File: config.mk
export PLATFORM = sky130hd
export DESIGN_NAME = dma_engine
export DESIGN_NICKNAME = d
export VERILOG_FILES = /design/src/rtl/dma_pkg.sv /design/src/rtl/dma_regs.sv /design/src/rtl/dma_arbiter.sv /design/src/rtl/dma_xfer.sv /design/src/rtl/dma_engine.sv
export SDC_FILE = /design/constraint.sdc
export NUM_CORES = 2
export LEC_CHECK = 0
export BUFFER_PORTS_ARGS = -buffer_cell sky130_fd_sc_hd__clkbuf_2
export CAP_MARGIN = 20
export CORE_ASPECT_RATIO = 1.5
export CORE_MARGIN = 10
export CORE_UTILIZATION = 55
export CTS_BUF_LIST = sky130_fd_sc_hd__clkbuf_2
export DETAILED_ROUTE_END_ITERATION = 16
export HOLD_SLACK_MARGIN = 0.06
export PLACE_DENSITY = 0.79
export SYNTH_ARGS = -nofsm -noshare
export SYNTH_HDL_FRONTEND = slang
export SYNTH_SLANG_ARGS = --single-unit
File: constraint.sdc
create_clock -name clk -period 4.2 [get_ports clk]
set_input_delay 0.21 -clock clk [delete_from_list [all_inputs] [get_ports clk]]
set_output_delay 0.21 -clock clk [all_outputs]
set_load 0.03 [all_outputs]
File: src/rtl/dma_pkg.sv
package dma_pkg;

    localparam int NCH    = 4;
    localparam int AW     = 32;
    localparam int CW     = 17;
    localparam int CH_W   = $clog2(NCH);

    // control word bit positions
    localparam int CB_EN   = 15;
    localparam int CB_IE   = 14;
    localparam int CB_ST   = 12;
    localparam int CB_WIDE = 10;
    localparam int CB_RPT  = 9;
    localparam int CB_SM   = 7;
    localparam int CB_DM   = 5;

    typedef enum logic [1:0] {SEL_SRC, SEL_DST, SEL_CNT, SEL_CTRL} reg_sel_e;
    typedef enum logic [1:0] {ST_IDLE, ST_RD, ST_WR, ST_DONE} xfer_state_e;

    typedef struct packed {
        logic [CH_W-1:0] ch;
        logic [AW-1:0]   src;
        logic [AW-1:0]   dst;
        logic [AW-1:0]   sstep;
        logic [AW-1:0]   dstep;
        logic [AW-1:0]   smask;
        logic [AW-1:0]   dmask;
        logic [CW-1:0]   count;
        logic            wide;
        logic            reload;
        logic            rpt;
        logic            irq_en;
        logic            fifo;
    } xfer_desc_t;

    function automatic int src_bits(input int ch);
        return (ch == 0) ? 27 : 28;
    endfunction

    function automatic int dst_bits(input int ch);
        return (ch == 3) ? 28 : 27;
    endfunction

    function automatic int cnt_bits(input int ch);
        return (ch == 3) ? 16 : 14;
    endfunction

    function automatic bit fifo_capable(input int ch);
        return (ch == 1) || (ch == 2);
    endfunction

    function automatic logic [AW-1:0] bit_mask(input int bits);
        return (AW'(1) << bits) - AW'(1);
    endfunction

    function automatic xfer_desc_t make_desc(input logic [CH_W-1:0] ch,
                                             input logic [AW-1:0] src,
                                             input logic [AW-1:0] dst,
                                             input logic [15:0] cnt,
                                             input logic [15:0] ctrl);
        xfer_desc_t    d;
        logic [AW-1:0] unit;
        logic [CW-1:0] c;
        logic [1:0]    sm, dm;
        int            chi;
        chi      = int'(ch);
        sm       = ctrl[CB_SM +: 2];
        dm       = ctrl[CB_DM +: 2];
        d.ch     = ch;
        d.fifo   = (ctrl[CB_ST +: 2] == 2'd3) && fifo_capable(chi);
        d.wide   = d.fifo | ctrl[CB_WIDE];
        unit     = d.wide ? AW'(4) : AW'(2);
        d.smask  = bit_mask(src_bits(chi));
        d.dmask  = bit_mask(dst_bits(chi));
        d.src    = src & d.smask;
        d.dst    = dst & d.dmask;
        case (sm)
            2'd0:    d.sstep = unit;
            2'd1:    d.sstep = -unit;
            default: d.sstep = '0;
        endcase
        if (d.fifo) d.dstep = '0;
        else begin
            case (dm)
                2'd1:    d.dstep = -unit;
                2'd2:    d.dstep = '0;
                default: d.dstep = unit;
            endcase
        end
        c = CW'(cnt) & ((CW'(1) << cnt_bits(chi)) - CW'(1));
        if (d.fifo)        d.count = CW'(4);
        else if (c == '0)  d.count = CW'(1) << cnt_bits(chi);
        else               d.count = c;
        d.reload = (dm == 2'd3);
        d.rpt    = ctrl[CB_RPT];
        d.irq_en = ctrl[CB_IE];
        return d;
    endfunction

endpackage

File: src/rtl/dma_regs.sv
module dma_regs
    import dma_pkg::*;
#(
    parameter int N = NCH
) (
    input  logic                 clk,
    input  logic                 rst,
    input  logic                 cfg_we,
    input  logic [CH_W-1:0]      cfg_ch,
    input  logic [1:0]           cfg_sel,
    input  logic [AW-1:0]        cfg_wdata,
    input  logic [1:0]           fifo_req,
    input  logic [N-1:0]         grant,
    input  logic                 wb_valid,
    input  logic [CH_W-1:0]      wb_ch,
    input  logic [AW-1:0]        wb_src,
    input  logic [AW-1:0]        wb_dst,
    input  logic                 wb_reload,
    input  logic                 wb_clr_en,
    output logic [AW-1:0]        src_q  [N],
    output logic [AW-1:0]        dst_q  [N],
    output logic [15:0]          cnt_q  [N],
    output logic [15:0]          ctrl_q [N],
    output logic [N-1:0]         pend
);

    for (genvar i = 0; i < N; i++) begin : g_ch
        localparam bit HAS_FIFO = fifo_capable(i);
        logic wr_hit, wb_hit, fifo_hit, wr_ctrl;

        assign wr_hit  = cfg_we && (cfg_ch == CH_W'(i));
        assign wr_ctrl = wr_hit && (reg_sel_e'(cfg_sel) == SEL_CTRL);
        assign wb_hit  = wb_valid && (wb_ch == CH_W'(i));

        if (HAS_FIFO) begin : g_fifo
            assign fifo_hit = fifo_req[i-1] && ctrl_q[i][CB_EN]
                              && (ctrl_q[i][CB_ST +: 2] == 2'd3);
        end else begin : g_nofifo
            assign fifo_hit = 1'b0;
        end

        always_ff @(posedge clk) begin
            if (rst) begin
                src_q[i]  <= '0;
                dst_q[i]  <= '0;
                cnt_q[i]  <= '0;
                ctrl_q[i] <= '0;
                pend[i]   <= 1'b0;
            end else begin
                if (wb_hit) begin
                    src_q[i] <= wb_src;
                    if (!wb_reload) dst_q[i] <= wb_dst;
                    if (wb_clr_en)  ctrl_q[i][CB_EN] <= 1'b0;
                end
                if (wr_hit) begin
                    case (reg_sel_e'(cfg_sel))
                        SEL_SRC:  src_q[i]  <= cfg_wdata;
                        SEL_DST:  dst_q[i]  <= cfg_wdata;
                        SEL_CNT:  cnt_q[i]  <= cfg_wdata[15:0];
                        default:  ctrl_q[i] <= cfg_wdata[15:0];
                    endcase
                end
                if (grant[i] || (wb_hit && wb_clr_en)) pend[i] <= 1'b0;
                else if (wr_ctrl)
                    pend[i] <= (cfg_wdata[CB_EN] && !ctrl_q[i][CB_EN]
                                && (cfg_wdata[CB_ST +: 2] == 2'd0))
                               || (pend[i] && cfg_wdata[CB_EN]);
                else if (fifo_hit) pend[i] <= 1'b1;
            end
        end

        AST_PEND_HAS_EN: assert property (@(posedge clk) disable iff (rst)
            pend[i] |-> ctrl_q[i][CB_EN]);
    end

endmodule

File: src/rtl/dma_arbiter.sv
module dma_arbiter #(
    parameter int N   = 4,
    localparam int IW = $clog2(N)
) (
    input  logic          clk,
    input  logic          rst,
    input  logic [N-1:0]  pend,
    input  logic          idle,
    output logic [N-1:0]  grant,
    output logic [IW-1:0] gnt_id,
    output logic          gnt_valid
);

    always_comb begin
        gnt_id = '0;
        for (int i = N - 1; i >= 0; i--) begin
            if (pend[i]) gnt_id = IW'(i);
        end
        gnt_valid = idle && (|pend);
        grant     = gnt_valid ? (N'(1) << gnt_id) : '0;
    end

    AST_GRANT_ONEHOT: assert property (@(posedge clk) disable iff (rst)
        $onehot0(grant));
    AST_GRANT_PENDING: assert property (@(posedge clk) disable iff (rst)
        (grant & ~pend) == '0);

endmodule

File: src/rtl/dma_xfer.sv
module dma_xfer
    import dma_pkg::*;
#(
    parameter int N = NCH
) (
    input  logic              clk,
    input  logic              rst,
    input  logic              start,
    input  xfer_desc_t        desc,
    output logic              idle,
    output logic              mem_req,
    output logic              mem_we,
    output logic              mem_wide,
    output logic [AW-1:0]     mem_addr,
    output logic [31:0]       mem_wdata,
    input  logic [31:0]       mem_rdata,
    input  logic              mem_ready,
    output logic              wb_valid,
    output logic [CH_W-1:0]   wb_ch,
    output logic [AW-1:0]     wb_src,
    output logic [AW-1:0]     wb_dst,
    output logic              wb_reload,
    output logic              wb_clr_en,
    output logic [N-1:0]      irq
);

    xfer_state_e   state;
    xfer_desc_t    d_q;
    logic [AW-1:0] cur_src, cur_dst;
    logic [CW-1:0] remain;
    logic [31:0]   data_q;

    always_ff @(posedge clk) begin
        if (rst) begin
            state   <= ST_IDLE;
            d_q     <= '0;
            cur_src <= '0;
            cur_dst <= '0;
            remain  <= '0;
            data_q  <= '0;
        end else begin
            case (state)
                ST_IDLE: if (start) begin
                    d_q     <= desc;
                    cur_src <= desc.src;
                    cur_dst <= desc.dst;
                    remain  <= desc.count;
                    state   <= ST_RD;
                end
                ST_RD: if (mem_ready) begin
                    data_q  <= d_q.wide ? mem_rdata : {16'h0, mem_rdata[15:0]};
                    cur_src <= (cur_src + d_q.sstep) & d_q.smask;
                    state   <= ST_WR;
                end
                ST_WR: if (mem_ready) begin
                    cur_dst <= (cur_dst + d_q.dstep) & d_q.dmask;
                    remain  <= remain - CW'(1);
                    state   <= (remain == CW'(1)) ? ST_DONE : ST_RD;
                end
                default: state <= ST_IDLE;
            endcase
        end
    end

    assign idle      = (state == ST_IDLE);
    assign mem_req   = (state == ST_RD) || (state == ST_WR);
    assign mem_we    = (state == ST_WR);
    assign mem_wide  = d_q.wide;
    assign mem_addr  = (state == ST_WR) ? cur_dst : cur_src;
    assign mem_wdata = data_q;
    assign wb_valid  = (state == ST_DONE);
    assign wb_ch     = d_q.ch;
    assign wb_src    = cur_src;
    assign wb_dst    = cur_dst;
    assign wb_reload = d_q.reload;
    assign wb_clr_en = !d_q.rpt;
    assign irq       = (wb_valid && d_q.irq_en) ? (N'(1) << d_q.ch) : '0;

    AST_REQ_HOLD: assert property (@(posedge clk) disable iff (rst)
        (mem_req && !mem_ready) |=> (mem_req && $stable(mem_addr) && $stable(mem_we)));
    AST_IRQ_PULSE: assert property (@(posedge clk) disable iff (rst)
        (|irq) |=> (irq == '0));
    AST_IRQ_SINGLE: assert property (@(posedge clk) disable iff (rst)
        $onehot0(irq));

endmodule

File: src/rtl/dma_engine.sv
module dma_engine
    import dma_pkg::*;
(
    input  logic        clk,
    input  logic        rst,
    input  logic        cfg_we,
    input  logic [1:0]  cfg_ch,
    input  logic [1:0]  cfg_sel,
    input  logic [31:0] cfg_wdata,
    input  logic [1:0]  rd_ch,
    input  logic [1:0]  rd_sel,
    output logic [31:0] rd_data,
    input  logic [1:0]  fifo_req,
    output logic        mem_req,
    output logic        mem_we,
    output logic        mem_wide,
    output logic [31:0] mem_addr,
    output logic [31:0] mem_wdata,
    input  logic [31:0] mem_rdata,
    input  logic        mem_ready,
    output logic [3:0]  irq
);

    logic [AW-1:0]   src_q  [NCH];
    logic [AW-1:0]   dst_q  [NCH];
    logic [15:0]     cnt_q  [NCH];
    logic [15:0]     ctrl_q [NCH];
    logic [NCH-1:0]  pend, grant;
    logic [CH_W-1:0] gnt_id;
    logic            gnt_valid, idle;
    logic            wb_valid, wb_reload, wb_clr_en;
    logic [CH_W-1:0] wb_ch;
    logic [AW-1:0]   wb_src, wb_dst;
    xfer_desc_t      desc;

    dma_regs #(.N(NCH)) u_regs (
        .clk(clk), .rst(rst),
        .cfg_we(cfg_we), .cfg_ch(cfg_ch), .cfg_sel(cfg_sel), .cfg_wdata(cfg_wdata),
        .fifo_req(fifo_req), .grant(grant),
        .wb_valid(wb_valid), .wb_ch(wb_ch), .wb_src(wb_src), .wb_dst(wb_dst),
        .wb_reload(wb_reload), .wb_clr_en(wb_clr_en),
        .src_q(src_q), .dst_q(dst_q), .cnt_q(cnt_q), .ctrl_q(ctrl_q), .pend(pend)
    );

    dma_arbiter #(.N(NCH)) u_arb (
        .clk(clk), .rst(rst), .pend(pend), .idle(idle),
        .grant(grant), .gnt_id(gnt_id), .gnt_valid(gnt_valid)
    );

    assign desc = make_desc(gnt_id, src_q[gnt_id], dst_q[gnt_id],
                            cnt_q[gnt_id], ctrl_q[gnt_id]);

    dma_xfer #(.N(NCH)) u_xfer (
        .clk(clk), .rst(rst), .start(gnt_valid), .desc(desc), .idle(idle),
        .mem_req(mem_req), .mem_we(mem_we), .mem_wide(mem_wide),
        .mem_addr(mem_addr), .mem_wdata(mem_wdata),
        .mem_rdata(mem_rdata), .mem_ready(mem_ready),
        .wb_valid(wb_valid), .wb_ch(wb_ch), .wb_src(wb_src), .wb_dst(wb_dst),
        .wb_reload(wb_reload), .wb_clr_en(wb_clr_en), .irq(irq)
    );

    always_comb begin
        case (reg_sel_e'(rd_sel))
            SEL_SRC:  rd_data = src_q[rd_ch];
            SEL_DST:  rd_data = dst_q[rd_ch];
            SEL_CNT:  rd_data = {16'h0, cnt_q[rd_ch]};
            default:  rd_data = {16'h0, ctrl_q[rd_ch]};
        endcase
    end

endmodule

== After elaboration in Yosys (flattened, before gate mapping) ==
Cells that the tools add are included.

* Register bits: 637
* Word-level logic and storage cells: 275
* Output and inout bits: 103
* Input port bits: 78

* Bitwise operators: 9
* Equal/unequal tests: 28
* Muxes and demuxes: 104
* Shifts and indexed selects: 5
* Magnitude comparators: 2
* Reduce and logical (&&, ||, !) cells: 82
* Add/sub/neg operators: 7

{| class="wikitable"
|+ Operators with widths
! cell !! count
|-
| $mux W32 || 43
|-
| $bmux W32 S2 || 4
|-
| $pmux W32 S2 || 4
|-
| $mux W16 || 14
|-
| $and A32 B32 Y32 || 4
|-
| $bmux W16 S2 || 4
|-
| $pmux W32 S3 || 1
|-
| $mux W17 || 4
|-
| $add A32 B32 Y32 || 2
|-
| $shl A1 B5 Y32 const A || 2
|-
| $sub A32 B2 Y32 const B || 2
|-
| $logic_and A1 B1 Y1 || 35
|-
| $pmux W17 S2 || 1
|-
| $sub A17 B1 Y17 const B || 2
|-
| $eq A2 B2 Y1 const B || 16
|-
| $neg A3 Y32 || 1
|-
| $mux W15 || 2
|-
| $reduce_and A2 Y1 || 10
|-
| $and A16 B17 Y17 || 1
|-
| $eq A17 B1 Y1 const B || 1
|-
| $logic_not A17 Y1 || 1
|-
| $shl A1 B5 Y17 const A || 1
|-
| $eq A2 B1 Y1 const B || 8
|-
| $logic_not A2 Y1 || 8
|-
| other kinds (20) || 66
|}

== Logic depth before layout (Yosys ltp) ==
* Depth after elaboration: 15
* Depth in mapped cells: 14
* Gate-level depth less buffers: 11

== Modules after synthesis ==
A second synthesis with hierarchy kept.

* Cell total of the unflattened synthesis: 4301
* Area total of the unflattened synthesis: 35846.9 µm²

{| class="wikitable"
|+ By module, submodules not included
! module !! instances !! area each (µm²) !! cells an instance !! sequential area each (µm²)
|-
| dma_regs || 1 || 16917.5 || 2158 || 7767.4
|-
| dma_xfer || 1 || 13710.6 || 1805 || 4984.8
|-
| dma_engine || 1 || 5139.9 || 326 || 0.0
|-
| dma_arbiter || 1 || 78.8 || 12 || 0.0
|}

== Worst setup path before layout ==
Ideal clock, no wire load.

* Kind: register to register
* Start point: reg u_xfer.d_q[116] (netlist name)
* End point: reg u_xfer.cur_dst[24], in the netlist u_xfer.wb_dst[24]
* Path buffers: 0
* Required time: 4.108 ns
* Stages on the path, launching flop included: 11
* Arrival time: 2.959 ns
* Setup time: 0.092 ns
* Period minus slack after synthesis: 3.051 ns
* Setup slack: 1.149 ns
* Cells stage by stage: dfxtp_1 ha_1 o21ai_1 o21bai_1 a21oi_1 o21ai_1 a211oi_1 o21ai_1 a211oi_1 mux2_2 nor4_1

{| class="wikitable"
|+ RTL lines
! element !! RTL line !! RTL
|-
| end signal: assignment || dma_xfer.sv:46 || <nowiki>cur_dst <= desc.dst;</nowiki>
|-
| end signal: assignment || dma_xfer.sv:56 || <nowiki>cur_dst <= (cur_dst + d_q.dstep) & d_q.dmask;</nowiki>
|-
| end: declaration || dma_xfer.sv:29 || <nowiki>logic [AW-1:0] cur_src, cur_dst;</nowiki>
|}

== Worst setup path after layout ==
* Start point: reg u_xfer.state[1]
* End point: out irq[2]

* Cells in the longest elaborated chain, start to end: 3

{| class="wikitable"
|+ Ends and longest elaborated chain
! element !! RTL line !! RTL
|-
| start: declaration || dma_xfer.sv:27 || <nowiki>xfer_state_e state;</nowiki>
|-
| start signal: assignment || dma_xfer.sv:58 || <nowiki>state <= (remain == CW'(1)) ? ST_DONE : ST_RD;</nowiki>
|-
| $eq A2 B2 Y1 || dma_xfer.sv:71 || <nowiki>assign wb_valid = (state == ST_DONE);</nowiki>
|-
| $logic_and A1 B1 Y1 || dma_xfer.sv:77 || <nowiki>assign irq = (wb_valid && d_q.irq_en) ? (N'(1) << d_q.ch) : '0;</nowiki>
|-
| $mux W4 || dma_xfer.sv:77 ||
|-
| end: declaration || dma_engine.sv:21 || <nowiki>output logic [3:0] irq</nowiki>
|}

No other way between the ends.

==> results.md <==
* Starting DRT DRC Count at 3836
* Worst path required time at 3.99 ns
* Die area at 0.0632 mm^2
* Initial Util at 55.7%
* First-pass detailed-route iteration total at 8
* Worst EP arrival at 3.36 ns
* Synth top area share at 35.3%
* Yosys reg bits at 518
* Main synth FF type: dfxtp_1
* Sink Count at 518
* Fmax at 0.280 GHz
* Power Dens Cells at 424 mW/mm^2
* Outcome: finished, final reports clean
* Leading area contributor after synthesis: dfxtp_1
* Crit. End Element: primary output
* WS Path Type: reg -> out
* Slew headroom at 17.4%
* Placement Rows at 103
* Global route overflow at 0
* Max_cap viols at 0
* Fin Setup TNS at 0 ns
* Post-Synthesis Cell Area at 0.0293 mm^2
* Ratio of cells with drive above 1 in the final layout at 19.4%
* Pin count of the biggest net entering global routing at 114
* Layout Utilization at 64.4%
* Final period util at 84.9%
* H-tree levels at 4
* Vias per cell at 6.85
* Critical R2R Capture: u_xfer.wb_dst[24]
* GRT Total Usage at 35.0%
* Synthesized area per cell at 8.95 um^2
* Hold path endpoint: u_regs.cnt_q[62]
* Number of distinct library cells after synthesis at 69
* TritonCTS clock tree: yes
* Via count at 29600
* RSZ-0062 raised after global routing: no
* CP Max Fanout at 65
* CORE AREA at 0.0527 mm^2
* Lkg Pwr at 13.6 nW
* Min-delay worst type: in -> reg
* VDD IR max at 0.000322 V
* Area growth, synth to finish at 15.7%
* RR Startpoint: u_xfer.d_q[116]
* CTS buffer count at 134
* Setup Skew at 0.0968 ns
* Io pins at 181
* WL final at 115 mm
* DRC at 0
* Most frequent cells after synthesis: dfxtp_1 (518), nand2_1 (458), nor2_1 (408), a21oi_1 (257), clkbuf_1 (246)
* DRT antenna net count at 0
* Clk_lat worst skew at 1.21 ns
* Endpoints failing setup at 0
* Initial antenna violation count at 7
* Register area share after synthesis at 35.3%
* Final-report hold violation count at 0
* IO buf count at 180
* Final min period at 3.57 ns
* Synth Warn # at 0
* Reg2reg path depth at 10
* EDFF count, synth at 0
* Maximum root-to-sink buffer count at 3
* Hold Path Origin: cfg_ch[1]
* Post-CTS Resized at 0
* Clock Tree Root: clkbuf_2
* Syn nets at 3425
* Slew @ Worst Pin at 1.23 ns
* Most frequent cell after synthesis: dfxtp_1
* Gpl congestion at 0.970
* Number of global-route vias before repair at 28800
* Hold Path Depth at 5
* Syn Inst Count at 3279
* Main area contributors after synthesis: dfxtp_1 (35%), mux4_2 (15%), mux2i_1 (6.9%)
* Post-DP HPWL at 69.9 mm
* DR WL/cell at 26.5 um
* Die Width at 209 um
* Clock slew at reported path FFs at 0.10 ns
* Max-slew violation count at 0
* Die height at 303 um
* Fraction of registers with async set/reset at 0%
* Reg-to-reg slack, setup at 0.68 ns
* # nets final at 3698
* Critical path launch point type: flip-flop
* First-pass GRT wire length at 173 mm
[routing by layer]
| metal | track usage [%] | wire (um) | part of all wire, % | vias up |
|---|---|---|---|---|
| met1 | 38.5 | 38200 | 33 | 13900 |
| li1 | - | - | - | 12600 |
| met2 | 56.7 | 53000 | 46 | 2353 |
| met4 | 27.9 | 10500 | 9.1 | 10 |
| met3 | 9.30 | 12900 | 11 | 686 |
| met5 | 0 | 62 | 0.054 | - |
[final cells by class]
| cell class | count | area, um^2 |
|---|---|---|
| Fill cell | 4109 | 18800 |
| Multi-Input combinational cell | 2414 | 17700 |
| Sequential cell | 518 | 10400 |
| Timing Repair Buffer | 451 | 3630 |
| Clock buffer | 185 | 926 |
| Tap cell | 682 | 853 |
| Clock inverter | 39 | 348 |
| Inverter | 33 | 126 |
| Antenna cell | 2 | 5.00 |
[worst max-delay path by stage]
| stage | startpoint | to | slack (ns) | depth (start not counted) |
|---|---|---|---|---|
| 2_1_floorplan | u_xfer.d_q[116] | u_xfer.wb_dst[24] | 1.15 | 10 |
| 3_3_place_gp | u_xfer.d_q[116] | u_xfer.wb_dst[24] | 0.88 | 10 |
| 3_5_place_dp | u_xfer.d_q[116] | u_xfer.wb_dst[24] | 0.83 | 10 |
| 4_1_cts | u_xfer.state[0] | irq[0] | 0.72 | 4 |
| 5_1_grt | u_xfer.d_q[116] | u_xfer.wb_dst[24] | 0.42 | 11 |
| 6_report | u_xfer.state[1] | irq[2] | 0.63 | 5 |
[stage by stage]
step | worst slack, ns | hold slack, ns | cells | cell area (um^2) | total power (W)
global route | 0.420 | 0.129 | 4324 | 34000 | 0.0149
finish | 0.633 | 0.118 | 4324 | 34000 | 0.0144
CTS | 0.717 | 0.0635 | 4318 | 33900 | 0.0141
detailed placement | 0.832 | 0.438 | 3893 | 30600 | 0.0103
floorplan | 1.15 | 0.346 | 3279 | 29300 | 0.00874
global placement | 0.879 | 0.433 | 3893 | 30600 | 0.0102
[logic make-up (layout without fill, tap and decap cells)]
logic type | Yosys count | count (layout) | synth area share [%]
simple gates | 1057 | 1057 | 14.8
compound gates | 817 | 817 | 18.1
flops | 518 | 518 | 35.3
mux | 423 | 423 | 22.7
buf+inv | 347 | 708 | 4.61
fa+ha+maj | 68 | 68 | 2.95
xor+xnor | 49 | 49 | 1.46
other cells | 0 | 2 | 0
[power breakdown]
part | total (W) | switching [W] | internal, W
combinational | 0.00458 | 0.00295 | 0.00163
sequential | 0.00597 | 0.000691 | 0.00528
clock | 0.00384 | 0.00223 | 0.00161
[cells in the final DEF, fill, tap and decap left out, types with 25 or more instances in the layout]
cell	instances
mux4_2	192
nand3_1	44
nor3_1	52
ha_1	65
o21ai_0	122
buf_4	58
mux2_2	30
xnor2_1	25
mux2i_1	201
a21oi_1	257
a221oi_1	27
inv_1	30
a311oi_1	69
dfxtp_1	517
clkbuf_2	362
nand2_1	452
nor2_1	405
dlygate4sd3_1	201
a211oi_1	226
[registers in the layout, indices dropped and copies added (netlist names)]
signal,flops
u_xfer.mem_wide,1
u_regs.src_q,128
u_xfer.state,2
u_regs.pend,4
u_xfer.d_q,11
u_xfer.wb_ch,2
u_regs.dst_q,128
u_xfer.wb_reload,1
u_xfer.wb_dst,32
u_regs.ctrl_q,64
u_xfer.remain,17
u_xfer.mem_wdata,32
u_regs.cnt_q,64
u_xfer.wb_src,32
[what timing repair did]
item,4_1_cts,5_1_grt
hold buffers,201,0
buffers inserted,0,0
hold endpoints to repair,518,0
[critical path, cell delays in order (launching register included)]
cell,delay (ns)
dfxtp_1,0.42
ha_1,0.25
nand3b_1,0.48
buf_12,0.45
nor2_1,0.26
clkbuf_2,0.26
(Power assumes the default switching activity.)
